### config.mk
export PLATFORM = sky130hd
export DESIGN_NAME = stack_ptr_mod
export DESIGN_NICKNAME = d
export VERILOG_FILES = /design/src/rtl/stack_ptr_mod_pkg.sv /design/src/rtl/stack_ptr_mod_dp.sv /design/src/rtl/stack_ptr_mod_ctrl.sv /design/src/rtl/stack_ptr_mod.sv
export SDC_FILE = /design/constraint.sdc
export NUM_CORES = 1
export LEC_CHECK = 0
export ABC_CLOCK_PERIOD_IN_PS = 1200
export BUFFER_PORTS_ARGS = -buffer_cell sky130_fd_sc_hd__buf_2
export CAP_MARGIN = 20
export CORE_MARGIN = 2
export CORE_UTILIZATION = 56
export DETAILED_ROUTE_END_ITERATION = 10
export PLACE_DENSITY = 0.88
export RECOVER_POWER = 100
export SYNTH_ARGS = -nofsm -noshare
export SYNTH_HDL_FRONTEND = slang
export SYNTH_SLANG_ARGS = --single-unit
### constraint.sdc
create_clock -name clk -period 1.2 [get_ports clk]
set_input_delay 0.18 -clock clk [delete_from_list [all_inputs] [get_ports clk]]
set_output_delay 0.18 -clock clk [all_outputs]
set_load 0.02 [all_outputs]
### src/rtl/stack_ptr_mod_pkg.sv
package stack_ptr_mod_pkg;
  typedef struct packed {
    logic load;
    logic commitDw;
    logic commitCc;
    logic trap;
  } dpStrobe_t;
endpackage

### src/rtl/stack_ptr_mod_dp.sv
module stack_ptr_mod_dp
  import stack_ptr_mod_pkg::*;
#(
  parameter int DW_W   = 64,
  parameter int REG_W  = 32,
  parameter int ADDR_W = 17,
  parameter int CNT_W  = 15,
  parameter int MOD_W  = 16
) (
  input  logic              clk,
  input  logic              rstN,
  input  logic [DW_W-1:0]   dwIn,
  input  logic [REG_W-1:0]  regIn,
  input  dpStrobe_t         strobe,
  output logic              spBad,
  output logic              wdBad,
  output logic [DW_W-1:0]   dwOut,
  output logic              dwWe,
  output logic [3:0]        ccOut,
  output logic              ccWe,
  output logic              trapReq
);
  localparam int WC_LSB = 0;
  localparam int SC_LSB = CNT_W + 1;
  localparam int AD_LSB = 2 * CNT_W + 2;
  localparam int SUM_W  = ((CNT_W > MOD_W) ? CNT_W : MOD_W) + 2;

  logic [MOD_W-1:0]  modVal;
  logic [ADDR_W-1:0] addrOld, addrNew;
  logic [CNT_W-1:0]  spOld, wdOld;
  logic [SUM_W-1:0]  modWide, spSum, wdSum;
  logic              spZero, wdZero, abortNow;
  logic [DW_W-1:0]   dwNew;
  logic [3:0]        ccNext;

  assign modVal  = regIn[MOD_W-1:0];
  assign addrOld = dwIn[AD_LSB +: ADDR_W];
  assign spOld   = dwIn[SC_LSB +: CNT_W];
  assign wdOld   = dwIn[WC_LSB +: CNT_W];
  assign modWide = {{(SUM_W-MOD_W){modVal[MOD_W-1]}}, modVal};

  // address wraps modulo 2^ADDR_W, never a fault
  assign addrNew = addrOld + modWide[ADDR_W-1:0];
  assign spSum   = {{(SUM_W-CNT_W){1'b0}}, spOld} - modWide;
  assign wdSum   = {{(SUM_W-CNT_W){1'b0}}, wdOld} + modWide;

  // any set bit above the count width means negative or too large
  assign spBad    = |spSum[SUM_W-1:CNT_W];
  assign wdBad    = |wdSum[SUM_W-1:CNT_W];
  assign spZero   = (spSum[CNT_W-1:0] == '0);
  assign wdZero   = (wdSum[CNT_W-1:0] == '0);
  assign abortNow = spBad | wdBad;

  always_comb begin
    dwNew = dwIn;
    dwNew[AD_LSB +: ADDR_W] = addrNew;
    dwNew[SC_LSB +: CNT_W]  = spSum[CNT_W-1:0];
    dwNew[WC_LSB +: CNT_W]  = wdSum[CNT_W-1:0];
    if (abortNow) ccNext = {spBad, wdBad, 2'b00};
    else          ccNext = {2'b00, spZero, wdZero};
  end

  always_ff @(posedge clk or negedge rstN) begin
    if (!rstN) begin
      dwOut   <= '0;
      ccOut   <= '0;
      dwWe    <= 1'b0;
      ccWe    <= 1'b0;
      trapReq <= 1'b0;
    end else begin
      dwWe    <= strobe.commitDw;
      ccWe    <= strobe.commitCc;
      trapReq <= strobe.trap;
      if (strobe.load) begin
        dwOut <= strobe.commitDw ? dwNew : dwIn;
        ccOut <= ccNext;
      end
    end
  end

  p_cc_clean_r7: assert property (@(posedge clk) disable iff (!rstN)
    dwWe |-> (ccOut[3:2] == 2'b00));
  p_abort_flags_r9: assert property (@(posedge clk) disable iff (!rstN)
    (ccWe && !dwWe) |-> (ccOut[3:2] != 2'b00 && ccOut[1:0] == 2'b00));
  p_trap_silent_r8: assert property (@(posedge clk) disable iff (!rstN)
    trapReq |-> (!dwWe && !ccWe));
  p_trap_flag_r8: assert property (@(posedge clk) disable iff (!rstN)
    trapReq |-> (ccOut[3:2] != 2'b00));
endmodule

### src/rtl/stack_ptr_mod_ctrl.sv
module stack_ptr_mod_ctrl
  import stack_ptr_mod_pkg::*;
(
  input  logic      clk,
  input  logic      rstN,
  input  logic      inValid,
  input  logic      spBad,
  input  logic      wdBad,
  input  logic      spInhibit,
  input  logic      wdInhibit,
  output dpStrobe_t strobe,
  output logic      resValid
);
  logic abortNow, trapNow;

  assign abortNow = spBad | wdBad;
  assign trapNow  = (spBad & ~spInhibit) | (wdBad & ~wdInhibit);

  always_comb begin
    strobe.load     = inValid;
    strobe.commitDw = inValid & ~abortNow;
    strobe.commitCc = inValid & ~trapNow;
    strobe.trap     = inValid & trapNow;
  end

  always_ff @(posedge clk or negedge rstN) begin
    if (!rstN) resValid <= 1'b0;
    else       resValid <= inValid;
  end

  p_valid_lag_r2: assert property (@(posedge clk) disable iff (!rstN)
    inValid |=> resValid);
  p_valid_idle_r2: assert property (@(posedge clk) disable iff (!rstN)
    !inValid |=> !resValid);
  p_one_action_r6: assert property (@(posedge clk) disable iff (!rstN)
    $countones({strobe.commitDw, strobe.trap}) <= 1);
endmodule

### src/rtl/stack_ptr_mod.sv
module stack_ptr_mod
  import stack_ptr_mod_pkg::*;
#(
  parameter int DW_W   = 64,
  parameter int REG_W  = 32,
  parameter int ADDR_W = 17,
  parameter int CNT_W  = 15,
  parameter int MOD_W  = 16
) (
  input  logic              clk,
  input  logic              rstN,
  input  logic              inValid,
  input  logic [DW_W-1:0]   dwIn,
  input  logic [REG_W-1:0]  regIn,
  input  logic              spInhibit,
  input  logic              wdInhibit,
  output logic              resValid,
  output logic [DW_W-1:0]   dwOut,
  output logic              dwWe,
  output logic [3:0]        ccOut,
  output logic              ccWe,
  output logic              trapReq
);
  dpStrobe_t strobe;
  logic      spBad, wdBad;

  stack_ptr_mod_ctrl u_ctrl (
    .clk(clk), .rstN(rstN), .inValid(inValid),
    .spBad(spBad), .wdBad(wdBad),
    .spInhibit(spInhibit), .wdInhibit(wdInhibit),
    .strobe(strobe), .resValid(resValid)
  );

  stack_ptr_mod_dp #(
    .DW_W(DW_W), .REG_W(REG_W), .ADDR_W(ADDR_W), .CNT_W(CNT_W), .MOD_W(MOD_W)
  ) u_dp (
    .clk(clk), .rstN(rstN), .dwIn(dwIn), .regIn(regIn), .strobe(strobe),
    .spBad(spBad), .wdBad(wdBad), .dwOut(dwOut), .dwWe(dwWe),
    .ccOut(ccOut), .ccWe(ccWe), .trapReq(trapReq)
  );

  p_pulse_gate_r2: assert property (@(posedge clk) disable iff (!rstN)
    (dwWe || ccWe || trapReq) |-> resValid);
  p_result_act_r6: assert property (@(posedge clk) disable iff (!rstN)
    resValid |-> (dwWe || trapReq || ccWe));
endmodule

# ---- Yosys cells after proc, flatten, opt, wreduce, memory -nomap -nowiden
# Index checks and enable logic that the tools add are counted.
dict set report word_totals {
  regBits 72
  output_inout_bits 72
  elab_cells 26
}
dict set report op_classes {
  n_addsub 3
  mux 2
  bitwise 11
  reduce_logical 4
}
# operator count
set op_table {}
lappend op_table {{2-to-1 mux 49 bit} 1}
lappend op_table {{zero test 15 bit} 2}
lappend op_table {{adder 16 x 16 -> 17 bit} 1}
lappend op_table {{adder 17 bit} 1}
lappend op_table {{subtractor 16 x 16 -> 17 bit} 1}
lappend op_table {{OR reduction 3 bit} 2}
lappend op_table {{bitwise AND 1 bit} 5}
lappend op_table {{2-to-1 mux 4 bit} 1}
lappend op_table {{NOT 1 bit} 4}
lappend op_table {{OR 1 bit} 2}

# ---- Longest topological paths before layout
# Gate-level depths: netlist of the first run.
dict set report logic_depth {
  word_depth 6
  depth_mapped 14
}

# ---- Cells and area by module
# From an unflattened synthesis of the first run, not the netlist that was laid out.
dict set report hier_totals {
  cells_unflattened 578
  area_unflattened_um2 5328.9
}
# mod n_inst cells_per_inst area_each_um2 seq_area_each_um2
set modules_own_cells {}
lappend modules_own_cells {stack_ptr_mod_dp 1 571 5262.5 1776.7}
lappend modules_own_cells {stack_ptr_mod_ctrl 1 7 66.3 25.0}

# ---- Worst setup path before layout of the first run
# No wires, ideal clock.
dict set report synth_path {
  path_type {input to register}
  startpoint {in dwIn[0]}
  endpoint {reg u_dp.dwOut[0]}
  arrival_time_ns 2.865
  required_time_ns 1.063
  path_slack_ns -1.802
  stages 13
  n_path_buf 2
  path_cell_list {ha_1 -> fa_1 -> a211oi_1 -> o21ai_0 -> a31oi_1 -> o21ai_0 -> a221o_1 -> o211ai_1 -> mux2_2 -> buf_6 -> buf_2 -> mux2i_1 -> a21oi_1}
}
dict set report synth_via {
  elab_chain_len 6
}
# item line
set synth_rtl {}
lappend synth_rtl {{from (decl)} stack_ptr_mod.sv:13} ;# input logic [DW_W-1:0] dwIn,
lappend synth_rtl {{adder 16 x 16 -> 17 bit} stack_ptr_mod_dp.sv:45} ;# assign wdSum = {{(SUM_W-CNT_W){1'b0}}, wdOld} + modWide;
lappend synth_rtl {{OR reduction 3 bit} stack_ptr_mod_dp.sv:49} ;# assign wdBad = |wdSum[SUM_W-1:CNT_W];
lappend synth_rtl {{OR 1 bit} stack_ptr_mod_ctrl.sv:16} ;# assign abortNow = spBad | wdBad;
lappend synth_rtl {{NOT 1 bit} stack_ptr_mod_ctrl.sv:21} ;# strobe.commitDw = inValid & ~abortNow;
lappend synth_rtl {{bitwise AND 1 bit} stack_ptr_mod_ctrl.sv:21}
lappend synth_rtl {{2-to-1 mux 49 bit (*)} stack_ptr_mod_dp.sv:75} ;# dwOut <= strobe.commitDw ? dwNew : dwIn;
lappend synth_rtl {{to (signal assigned)} stack_ptr_mod_dp.sv:75}
lappend synth_rtl {{to (decl)} stack_ptr_mod_dp.sv:17} ;# output logic [DW_W-1:0] dwOut,
# Every way passes the cells marked *; elsewhere a longest branch is shown, timed or not.
# A chain may end at the register's enable or synchronous reset.

# ---- Worst setup path after layout of the first run
dict set report layout_path {
  startpoint {in regIn[1]}
  endpoint {reg u_dp.ccOut[1]}
}
dict set report layout_via {
  elab_chain_len 4
  elab_cells_between_ends 7
  cone_classes {add/sub: 2; mux: 1; bitwise: 1; reduce/logical: 3}
}
# item line
set layout_rtl {}
lappend layout_rtl {{from (decl)} stack_ptr_mod.sv:14} ;# input logic [REG_W-1:0] regIn,
lappend layout_rtl {{subtractor 16 x 16 -> 17 bit / adder 16 x 16 -> 17 bit (equally long branches)} {stack_ptr_mod_dp.sv:44, stack_ptr_mod_dp.sv:45}}
lappend layout_rtl {{OR reduction 3 bit (on tied branches)} {stack_ptr_mod_dp.sv:48, stack_ptr_mod_dp.sv:49}}
lappend layout_rtl {{OR 1 bit} stack_ptr_mod_dp.sv:52} ;# assign abortNow = spBad | wdBad;
lappend layout_rtl {{2-to-1 mux 4 bit (*)} stack_ptr_mod_dp.sv:59} ;# if (abortNow) ccNext = {spBad, wdBad, 2'b00};
lappend layout_rtl {{to (signal assigned)} stack_ptr_mod_dp.sv:76} ;# ccOut <= ccNext;
lappend layout_rtl {{to (decl)} stack_ptr_mod_dp.sv:19} ;# output logic [3:0] ccOut,
# Marks and branches as above.

==> results of run 1 <==
==> state kept, by name, indices dropped and copies added (netlist names) <==
signal / cells
u_ctrl.resValid: 1
u_dp.ccOut: 4
u_dp.dwWe: 1
u_dp.trapReq: 1
u_dp.dwOut: 64
u_dp.ccWe: 1
==> per-stage QoR <==
step	TNS [ps]	cells
3_3_place_gp	-98910	957
6_report	-93370	1010
5_1_grt	-94410	1010
3_5_place_dp	-106940	957
4_1_cts	-75330	1005
2_1_floorplan	-80980	562
==> critical path, cell delays in order <==
cell and delay (ps):
buf_12 110, ha_4 250, a211o_4 360, a2111oi_4 460, o21bai_2 150, a21oi_2 230, nor2_2 90, or4b_4 480
mux2_4 370, buf_6 200, nor3_1 260, a31o_2 220
==> cell type report <==
cell class | instances | area (um2)
diodes | 1 | 2.502
clock buffers | 10 | 127.6
clock inverters | 6 | 42.54
fillers | 322 | 782.0
inverters | 21 | 93.84
multi-input cells | 448 | 3799
flip-flops and latches | 72 | 1802
well taps | 111 | 138.9
repair buffers | 341 | 2409
==> layout by cell type (no fill, tap or decap), types with 21 or more instances in the layout <==
cell	instances
ha_1	37
nand2_1	21
nor2_1	63
a21oi_1	60
buf_2	77
dfrtp_1	72
clkbuf_2	69
xnor2_1	29
buf_4	163
mux2i_1	29
==> kinds of logic (layout without fill, tap and decap cells) <==
logic type               count (synthesis)  count (layout)  synth area share
XOR/XNOR                                37              37           0.06162
AND/OR/NAND/NOR                        132             132            0.1149
adder cells (fa/ha/maj)                 49              49            0.1209
other                                    0               1                 0
buffers and inverters                   42             378           0.03379
flip-flops                              72              72            0.3426
AO/OA/AOI/OAI                          163             163            0.1937
multiplexers                            67              67            0.1325
==> worst min-delay path by stage <==
stage,startpoint,end,slack [ps],cells past startpoint
6_report,dwIn[49],u_dp.dwOut[49],40,2
5_1_grt,dwIn[49],u_dp.dwOut[49],40,2
4_1_cts,dwIn[49],u_dp.dwOut[49],50,2
3_5_place_dp,rstN,u_dp.dwOut[18],120,1
3_3_place_gp,rstN,u_dp.dwOut[16],110,1
2_1_floorplan,rstN,u_ctrl.resValid,-120,0
==> routing by layer <==
layer | vias up | routed length [um] | share of wire | global-route usage
met5 | - | 53 | 0.0019 | 0
met4 | 2 | 3303 | 0.12 | 0.3597
met3 | 379 | 3696 | 0.13 | 0.1241
met2 | 850 | 12030 | 0.43 | 0.7544
met1 | 3242 | 8611 | 0.31 | 0.5027
li1 | 2706 | - | - | -
==> cells in the mapped netlist, types with 4 or more instances <==
master and number:
a211oi_1 6, a21o_1 16, a21oi_1 72, a31oi_1 6
and3_1 4, buf_2 4, clkbuf_1 14, dfrtp_1 72
ha_1 46, inv_1 21, mux2_2 21, mux2i_1 46
nand2_1 22, nand3_1 9, nor2_1 65, nor3_1 8
o2111ai_1 4, o211ai_1 4, o21a_1 11, o21ai_0 21
xnor2_1 29, xor2_1 8
==> repair_timing <==
item	CTS	global route
buffers inserted	30	6
pin swaps	22	20
endpoints found under the hold margin	21	0
hold buffers	1	0
gates resized for setup	54	54
cloned	2	0
endpoints found under the setup margin	54	55
==> power groups by stage <==
stage | logic, mW | registers (mW) | clock network (mW)
after floorplan | 1.64 | 3.24 | 0
after global placement | 3.43 | 2.87 | 0
after detailed placement | 3.60 | 2.90 | 0
after CTS | 3.97 | 2.85 | 1.79
after global routing | 4.91 | 2.92 | 1.91
final | 4.77 | 2.91 | 1.86
==> flow_summary_export.csv, run 1 <==
group,metric,value,unit
grt,grt_max_degree,35,
logic_synthesis,yosysTopAreaCell,"dfrtp_1",
timing,worst_pin_slew,753.5,ps
logic_synthesis,synth_cell_type_count,55,
worst_setup_path,worstSetupStartpointType,"primary input",
floorplanning,core_area,9196,um2
grt,antenna_found_initial,3,
logic_synthesis,synth_flop_cell,"dfrtp_1",
pwr,power_leakage,4.258,nW
run_status,status,"finished, violations left",
route,wl_per_cell,27.42,um
floorplanning,rows,35,
clock_tree,clkLatencyLatePin,370,ps
placement,place_ws,-2132,ps
pwr,power.density,1134,nW/um2
final_layout,synthToLayoutAreaGrowth,60.00,%
clock_tree,cts_root_buffer,"clkbuf_8",
route,viasPerCell,7.108,
run_status,violations,"setup timing",
flow_run,cap_violations,0,
logic_synthesis,synth_cells,562,
pwr,p_seq_frac,0.305,
clock_tree,cts_tree,"done",
floorplanning,boundaryPins,173,
pwr,p_comb_frac,0.500,
worst_setup_path,reg2reg_setup_slack,110,ps
timing,setup_ws,-1869,ps
placement,postPlaceCellArea,7433,um2
placement,dp_hpwl,13.78,mm
worst_setup_path,r2r-start,"u_dp.dwOut[48]",
grt,grt.total_usage,0.4600,
timing,fin_crit,3069,ps
floorplanning,die_y,100.9,um
route,ant_nets,0,
pwr,p_switching,3.947,mW
logic_synthesis,syn_area_per_cell,9.357,um2
worst_setup_path,crit_arrival,3370,ps
worst_setup_path,crit_path_end,"u_dp.ccOut[1]",
floorplanning,die-width,100.9,um
route,drt_iter0_markers,970,
clock_tree,path_clk_slew,90,ps
clock_tree,htreeDepth,3,
worst_setup_path,cp_max_fo,14,
worst_setup_path,cp-end-kind,"register",
logic_synthesis,syn-cell-area,5259,um2
worst_setup_path,reg2regPathDepth,3,
timing,whs,39.56,ps
worst_setup_path,setup.worst_path.class,"in -> reg",
clock_tree,cts_inserted_buffers,9,
min_path,hold_path.class,"in -> reg",
logic_synthesis,yosys_register_bits,72,
timing,slew_viol_final,0,
placement,gp_congestion,0.9385,
timing,rsz0062_at_grt,"true",
worst_setup_path,worst_ep_required_time,1500,ps
final_layout,fin_nets,1043,
route,drcViolationCount,0,
grt,grt-ovfl-total,0,
timing,skew,0,ps
route,num_vias,7179,
logic_synthesis,synth_edf_count,0,
timing,fmax,325.9,MHz
pwr,ir_drop,0.7801,mV
logic_synthesis,ys_seq_area_frac,0.3426,
clock_tree,cts_max_path_buffers,2,
pwr,p_sw_frac,0.4138,
final_layout,drive_above_1_share,0.5022,
logic_synthesis,yosys_warnings,0,
pwr,p_int,5.592,mW
worst_setup_path,r2r_end,"u_dp.dwOut[48]",
route,drtPass1Iterations,8,
grt,grt_pass1_vias,6951,
timing,fin_crit_sh,2.557,
final_layout,final_core_util,0.9150,
timing,finalHoldViolCount,0,
final_layout,final_area,8414,um2
pwr,power_frac_clock,0.195,
timing,relSlewSlack,0.4940,
timing,finalSetupViolCount,55,
floorplanning,start_util,0.5718,
floorplanning,die_area,10180,um2
logic_synthesis,synth_top_area_frac,0.3426,
route,drt-total-wl,27.69,mm
clock_tree,clock_sinks,72,
logic_synthesis,ys_top_cells_by_area,"dfrtp_1 34%, ha_1 11%, mux2i_1 8.8%",
placement,io_buffers,156,
worst_setup_path,crit_start,"regIn[1]",
logic_synthesis,async_flop_share,1.000,
grt,grt_pass1_wl,35.71,mm
logic_synthesis,syn-num-nets,712,
pwr,p_total,9.539,mW
Power figures use the tool's default switching activity.
==> run 2: changes to the inputs <==
CORE_MARGIN = 5   (was 2)
SETUP_SLACK_MARGIN = 0.4   (was not set)
==> flow_summary_export.csv, run 2 <==
group,metric,value,unit
run_status,status,"aborted with a tool error",
run_status,flow.stopped_at,"global routing (5_1_grt)",
run_status,toolErrorMsg,"[ERROR GRT-0232] Routing congestion too high. Check the congestion heatmap in the GUI.",
logic_synthesis,syn_area_per_cell,9.357,um2
logic_synthesis,async_flop_share,1.000,
logic_synthesis,yosysTopAreaCell,"dfrtp_1",
clock_tree,cts_root_buffer,"clkbuf_8",
clock_tree,clock_sinks,72,
grt,grt-ovfl-total,32,
logic_synthesis,yosys_register_bits,72,
placement,gp_congestion,0.9573,
placement,dp_hpwl,14.67,mm
logic_synthesis,yosys_warnings,0,
logic_synthesis,synth_flop_cell,"dfrtp_1",
grt,grt.total_usage,0.6891,
floorplanning,rows,35,
clock_tree,cts_max_path_buffers,2,
floorplanning,start_util,0.5718,
logic_synthesis,synth_cells,562,
logic_synthesis,syn-cell-area,5259,um2
logic_synthesis,ys_top_cells_by_area,"dfrtp_1 34%, ha_1 11%, mux2i_1 8.8%",
logic_synthesis,synth_edf_count,0,
logic_synthesis,syn-num-nets,712,
logic_synthesis,synth_common_cells,"72 x a21oi_1, 72 x dfrtp_1, 65 x nor2_1",
clock_tree,htreeDepth,3,
clock_tree,cts_inserted_buffers,9,
floorplanning,boundaryPins,173,
logic_synthesis,synth_top_area_frac,0.3426,
floorplanning,die_y,106.9,um
logic_synthesis,synth_cell_type_count,55,
placement,io_buffers,156,
floorplanning,die-width,106.9,um
logic_synthesis,ys_seq_area_frac,0.3426,
grt,grt_max_degree,73,
==> run 2: cells by family after synthesis <==
| logic type | Yosys count | share of synthesized area |
|---|---|---|
| AO/OA/AOI/OAI | 163 | 0.1937 |
| adder cells (fa/ha/maj) | 49 | 0.1209 |
| flip-flops | 72 | 0.3426 |
| multiplexers | 67 | 0.1325 |
| AND/OR/NAND/NOR | 132 | 0.1149 |
| buffers and inverters | 42 | 0.03379 |
| XOR/XNOR | 37 | 0.06162 |
==> run 2: stage by stage <==
step	instances	instance area, um2	hold slack (ps)	worst slack (ps)	utilization
2_1_floorplan	562	5488	-115.6	-1645	-
3_3_place_gp	968	7500	220.2	-1934	0.8155
3_5_place_dp	968	7500	226.5	-2069	0.8155
4_1_cts	1046	8896	34.86	-1454	0.9673
==> run 2: repair_timing <==
| item | in CTS |
|---|---|
| gates cloned | 1 |
| pin swaps | 28 |
| gates resized for setup | 206 |
| endpoints found under the setup margin | 126 |
| hold buffers | 1 |
| endpoints found under the hold margin | 72 |
| buffers inserted | 60 |
==> run 2: metal layers <==
metal	track usage	GRT overflow
met2	0.8853	21
met4	0.7087	9
met1	0.6974	1
met5	0.01905	0
met3	0.4852	1
==> run 3: changes to the inputs <==
CORE_UTILIZATION = 40   (was 56)
PLACE_DENSITY = not set   (was 0.88)
PLACE_DENSITY_LB_ADDON = 0.15   (was not set)
SETUP_SLACK_MARGIN = not set   (was 0.4)
==> flow_summary_export.csv, run 3 (same netlist as run 1, synthesis figures left out) <==
group,metric,value,unit
timing,skew,0,ps
placement,dp_hpwl,14.50,mm
timing,fin_crit,2751,ps
final_layout,diodes,0,
placement,place_ws,-2068,ps
floorplanning,start_util,0.4117,
grt,grt-ovfl-total,0,
worst_setup_path,r2r-start,"u_dp.ccOut[1]",
pwr,p_switching,3.388,mW
min_path,whs_path_depth,2,
grt,antenna_found_initial,1,
final_layout,fin_nets,1051,
pwr,p_comb_frac,0.437,
flow_run,cap_violations,0,
placement,placed_cells,1039,
pwr,power_frac_clock,0.264,
worst_setup_path,worst_ep_required_time,1460,ps
timing,fin_setup_tns,-76810,ps
placement,io_buffers,156,
pwr,p_seq_frac,0.299,
run_status,status,"finished, violations left",
final_layout,synthToLayoutAreaGrowth,62.00,%
timing,finalHoldViolCount,0,
floorplanning,core_area,12770,um2
final_layout,largestRegisters,"u_dp.dwOut: 64 flops, u_dp.ccOut: 4 flops",
worst_setup_path,reg2regPathDepth,2,
final_layout,final_core_util,0.6670,
grt,grt_pass1_vias,5955,
timing,rsz0062_at_grt,"true",
worst_setup_path,setup.worst_path.class,"in -> reg",
floorplanning,rows,41,
final_layout,drive_above_1_share,0.4603,
worst_setup_path,reg2reg_setup_slack,390,ps
route,wl_per_cell,17.47,um
route,drt-total-wl,18.83,mm
floorplanning,die_area,15540,um2
min_path,hold_path.class,"in -> reg",
clock_tree,htreeDepth,3,
route,drcViolationCount,0,
worst_setup_path,crit_arrival,3010,ps
final_layout,mostFrequentLayoutCells,"170 x buf_4, 73 x buf_2, 72 x dfrtp_1",
clock_tree,cts_inserted_buffers,9,
clock_tree,clkLatencyLatePin,350,ps
worst_setup_path,cp-end-kind,"register",
route,drtPass1Iterations,7,
final_layout,finalNonFillerCells,1078,
final_layout,top_register,"u_dp.dwOut",
final_layout,largest_register_ffs,64,
clock_tree,cts_tree,"done",
clock_tree,path_clk_slew,60,ps
worst_setup_path,worstSetupStartpointType,"primary input",
grt,grt_pass1_wl,28.78,mm
timing,fmax,363.5,MHz
route,drt_iter0_markers,231,
timing,slew_viol_final,0,
route,ant_nets,0,
floorplanning,die_y,124.7,um
final_layout,n_fill_cell,1071,
min_path,hold_path_end,"u_dp.dwOut[55]",
run_status,violations,"setup timing",
clock_tree,cts_root_buffer,"clkbuf_16",
clock_tree,clock_sinks,72,
worst_setup_path,r2r_end,"u_dp.ccOut[1]",
grt,grt.total_usage,0.2316,
timing,relSlewSlack,0.4965,
placement,gp_congestion,0.9130,
pwr,p_sw_frac,0.3540,
timing,worst_pin_slew,755.2,ps
final_layout,final_common_cell,"buf_4",
pwr,power_leakage,4.299,nW
min_path,min_from,"dwIn[55]",
pwr,ir_drop,0.6919,mV
timing,setup_ws,-1551,ps
clock_tree,cts_max_path_buffers,2,
pwr,p_total,9.570,mW
route,num_vias,5657,
timing,finalSetupViolCount,55,
floorplanning,boundaryPins,173,
grt,grt_max_degree,27,
pwr,power.density,1123,nW/um2
floorplanning,die-width,124.7,um
worst_setup_path,cp_max_fo,5,
timing,fin_crit_sh,2.292,
pwr,p_int,6.182,mW
route,viasPerCell,5.248,
-- run 3: worst max-delay path, cell delays in order --
cell	delay, ps
buf_6	110
ha_4	230
a211o_1	320
a2111oi_4	340
o21bai_1	150
a21oi_2	200
nor2_2	70
or4b_4	520
mux2_4	360
buf_6	140
or2_1	200
a31oi_1	190
-- run 3: power groups by stage --
| stage | clock [mW] | sequential (mW) | combinational [mW] |
|---|---|---|---|
| 2_1_floorplan | 0 | 3.24 | 1.64 |
| 3_3_place_gp | 0 | 2.88 | 3.65 |
| 3_5_place_dp | 0 | 2.89 | 3.73 |
| 4_1_cts | 2.60 | 2.85 | 3.96 |
| 5_1_grt | 2.69 | 2.89 | 4.51 |
| 6_report | 2.53 | 2.86 | 4.18 |
-- run 3: worst max-delay path by stage --
stage / start / end / slack [ps] / depth (start not counted)
floorplan: dwIn[16] / u_dp.dwOut[16] / -1640 / 14
global placement: dwIn[16] / u_dp.dwOut[1] / -2010 / 14
detailed placement: dwIn[16] / u_dp.dwOut[1] / -2070 / 14
CTS: dwIn[16] / u_dp.dwOut[17] / -1490 / 14
global route: dwIn[1] / u_dp.dwOut[17] / -1630 / 12
finish: dwIn[1] / u_dp.dwOut[17] / -1550 / 12
-- run 3: what timing repair did --
item	in CTS	in global routing
hold buffers	1	0
endpoints found under the hold margin	23	0
pin swaps	24	39
resized for setup	43	49
setup endpoints to repair	54	54
gates cloned	2	1
setup buffers	14	6
-- run 3: layout make-up --
type | count | area (um2) | share of cell area
well taps | 172 | 215.2 | 0.02526
flip-flops and latches | 72 | 1802 | 0.2115
multi-input cells | 450 | 3757 | 0.4410
clock buffers | 10 | 229.0 | 0.02688
inverters | 21 | 91.34 | 0.01072
repair buffers | 347 | 2381 | 0.2795
clock inverters | 6 | 43.79 | 0.005140
-- run 3: metal layers --
layer  part of all wire  track usage  vias to the layer above
li1                   -            -                     2738
met1               0.41       0.2609                     2736
met2               0.51       0.4125                      138
met3              0.038      0.05274                       43
met4              0.040       0.1090                        2
met5            0.00037            0                        -
-- run 3: through the flow --
| step | cell area [um2] | hold WS (ps) |
|---|---|---|
| finish | 8519 | 60.91 |
| global route | 8519 | 55.76 |
| CTS | 8270 | 54.12 |
| detailed placement | 7680 | 129.0 |
| global placement | 7680 | 124.1 |
| floorplan | 5413 | -115.6 |
==> run 4: changes to the inputs <==
ABC_AREA = 1   (was not set)
BUFFER_PORTS_ARGS = -buffer_cell sky130_fd_sc_hd__buf_4   (was -buffer_cell sky130_fd_sc_hd__buf_2)
==> flow_summary_export.csv, run 4 <==
group,metric,value,unit
worst_setup_path,setup.worst_path.class,"in -> reg",
worst_setup_path,worstSetupStartpointType,"primary input",
final_layout,largestRegisters,"u_dp.dwOut: 64 flops, u_dp.ccOut: 4 flops",
floorplanning,core_area,14480,um2
worst_setup_path,r2r-start,"u_dp.ccOut[0]",
timing,finalHoldViolCount,0,
placement,io_buffers,156,
min_path,hold_path.class,"in -> reg",
placement,gp_congestion,0.9007,
logic_synthesis,ys_top_cells_by_area,"dfrtp_1 31%, nand2_1 24%, ha_1 9.7%",
route,viasPerCell,4.936,
timing,fin_crit_sh,1.526,
final_layout,drive_above_1_share,0.4079,
clock_tree,clkLatencyLatePin,350,ps
route,drt-total-wl,21.74,mm
clock_tree,cts_tree,"done",
final_layout,diodes,0,
timing,rsz0062_at_grt,"true",
clock_tree,path_clk_slew,60,ps
route,num_vias,6995,
logic_synthesis,synth_top_area_frac,0.3051,
worst_setup_path,worst_ep_required_time,1440,ps
worst_setup_path,cp_max_fo,8,
worst_setup_path,r2r_end,"u_dp.ccOut[0]",
logic_synthesis,async_flop_share,1.000,
route,drtPass1Iterations,4,
placement,dp_hpwl,15.60,mm
pwr,power.density,1041,nW/um2
logic_synthesis,yosys_warnings,0,
min_path,min_from,"dwIn[57]",
floorplanning,boundaryPins,173,
final_layout,mostFrequentLayoutCells,"336 x nand2_1, 236 x buf_4, 100 x inv_1",
final_layout,fin_nets,1378,
timing,whs,21.22,ps
pwr,p_seq_frac,0.283,
timing,slew_viol_final,0,
logic_synthesis,synth_cells,908,
worst_setup_path,reg2reg_setup_slack,500,ps
final_layout,top_register,"u_dp.dwOut",
logic_synthesis,ys_seq_area_frac,0.3051,
logic_synthesis,syn_area_per_cell,6.503,um2
floorplanning,die-width,131.5,um
floorplanning,start_util,0.4078,
clock_tree,clock_sinks,72,
run_status,violations,"setup timing",
final_layout,largest_register_ffs,64,
final_layout,final_common_cell,"nand2_1",
grt,grt_pass1_vias,6905,
logic_synthesis,synth_common_cells,"378 x nand2_1, 115 x nand3_1, 109 x inv_1",
clock_tree,htreeDepth,3,
route,drcViolationCount,0,
worst_setup_path,cp-end-kind,"register",
timing,worst_pin_slew,783.9,ps
logic_synthesis,synth_cell_type_count,34,
logic_synthesis,synth_flop_cell,"dfrtp_1",
pwr,ir_drop,0.7622,mV
pwr,power_leakage,5.451,nW
pwr,p_switching,3.717,mW
route,drt_iter0_markers,401,
floorplanning,die_area,17290,um2
timing,setup_ws,-631.2,ps
run_status,status,"finished, violations left",
grt,grt_max_degree,73,
clock_tree,cts_max_path_buffers,2,
flow_run,cap_violations,0,
final_layout,synthToLayoutAreaGrowth,63.87,%
grt,antenna_found_initial,0,
min_path,whs_path_depth,3,
route,ant_nets,0,
timing,finalSetupViolCount,54,
timing,relSlewSlack,0.4774,
clock_tree,cts_inserted_buffers,9,
grt,grt.total_usage,0.2392,
logic_synthesis,yosys_register_bits,72,
grt,grt_pass1_wl,34.07,mm
timing,fmax,546.1,MHz
floorplanning,rows,44,
logic_synthesis,synth_edf_count,0,
timing,fin_crit,1831,ps
placement,place_ws,-1025,ps
pwr,p_comb_frac,0.433,
worst_setup_path,reg2regPathDepth,2,
logic_synthesis,synth_most_common_cell,"nand2_1",
logic_synthesis,yosysTopAreaCell,"dfrtp_1",
worst_setup_path,crit_arrival,2070,ps
min_path,hold_path_end,"u_dp.dwOut[57]",
pwr,p_sw_frac,0.3690,
clock_tree,cts_root_buffer,"clkbuf_16",
logic_synthesis,syn-num-nets,1058,
grt,grt-ovfl-total,0,
floorplanning,die_y,131.5,um
route,wl_per_cell,15.34,um
timing,skew,0,ps
logic_synthesis,syn-cell-area,5904,um2
pwr,power_frac_clock,0.284,
pwr,p_int,6.357,mW
[run 4: repair_timing]
action / 4_1_cts / 5_1_grt
endpoints found under the setup margin: 54 / 54
hold buffers: 1 / 0
cloned: 3 / 1
pin swaps: 32 / 25
hold endpoints to repair: 72 / 0
gates resized for setup: 86 / 66
setup buffers: 10 / 5
[run 4: through the flow]
step	cell area (um2)	std cells	utilization	TNS, ps	power (mW)
floorplan	6121	908	-	-40910	4.862
global placement	8663	1381	0.5983	-50180	6.848
detailed placement	8663	1381	0.5983	-50440	6.889
CTS	9564	1411	0.6606	-27140	10.06
global route	9676	1417	0.6683	-35040	10.66
finish	9676	1417	0.6683	-30870	10.07
[run 4: logic make-up (layout without fill, tap and decap cells)]
kind of cell	after synthesis	after routing	share of synthesized area
simple gates	574	574	0.4060
buf+inv	136	461	0.09409
flops	72	72	0.3051
compound gates	52	52	0.05001
fa+ha+maj	49	49	0.1076
xor+xnor	25	25	0.03708
[run 4: critical path: stages]
cell	delay [ps]
buf_4	140
buf_12	120
ha_4	290
nand2_4	60
nor3_1	250
nand2_2	110
nand2_1	100
nand2_2	80
nand3_4	90
nor2_4	50
nand2_4	80
buf_8	130
clkinv_8	90
clkbuf_16	180
nand2_2	60
nand3_2	60
[run 4: power by group through the flow]
stage          Sequential, mW  Clock [mW]  Combinational (mW)
6_report                 2.85        2.86                4.37
5_1_grt                  2.88        3.00                4.78
4_1_cts                  2.85        2.89                4.32
3_5_place_dp             2.90           0                3.99
3_3_place_gp             2.89           0                3.96
2_1_floorplan            3.22           0                1.64
[run 4: layer usage]
metal  global-route usage  vias to the layer above  part of all wire
met5                    0                        -                 0
met4              0.08400                        0             0.026
met3              0.06002                       37             0.057
met2               0.3795                      214              0.46
met1               0.3175                     3235              0.46
li1                     -                     3509                 -
[run 4: area by class of cell]
| cell class | count | area, um2 |
|---|---|---|
| fill | 1311 | 4803 |
| multi-input combinational | 700 | 4353 |
| timing repair buffer | 333 | 2546 |
| sequential | 72 | 1802 |
| inverter | 112 | 440.4 |
| tap | 184 | 230.2 |
| clock buffer | 9 | 225.2 |
| clock inverter | 7 | 78.83 |
[run 4: how the worst max path moves through the flow]
stage / from / to / slack (ps) / cells past startpoint
after global routing: regIn[14] / u_dp.dwOut[14] / -700 / 16
final: regIn[13] / u_dp.dwOut[18] / -630 / 16
after floorplan: dwIn[16] / u_dp.dwOut[39] / -820 / 17
after global placement: regIn[10] / u_dp.dwOut[47] / -990 / 14
after CTS: dwIn[16] / u_dp.dwOut[45] / -550 / 20
after detailed placement: regIn[10] / u_dp.dwOut[45] / -1030 / 14
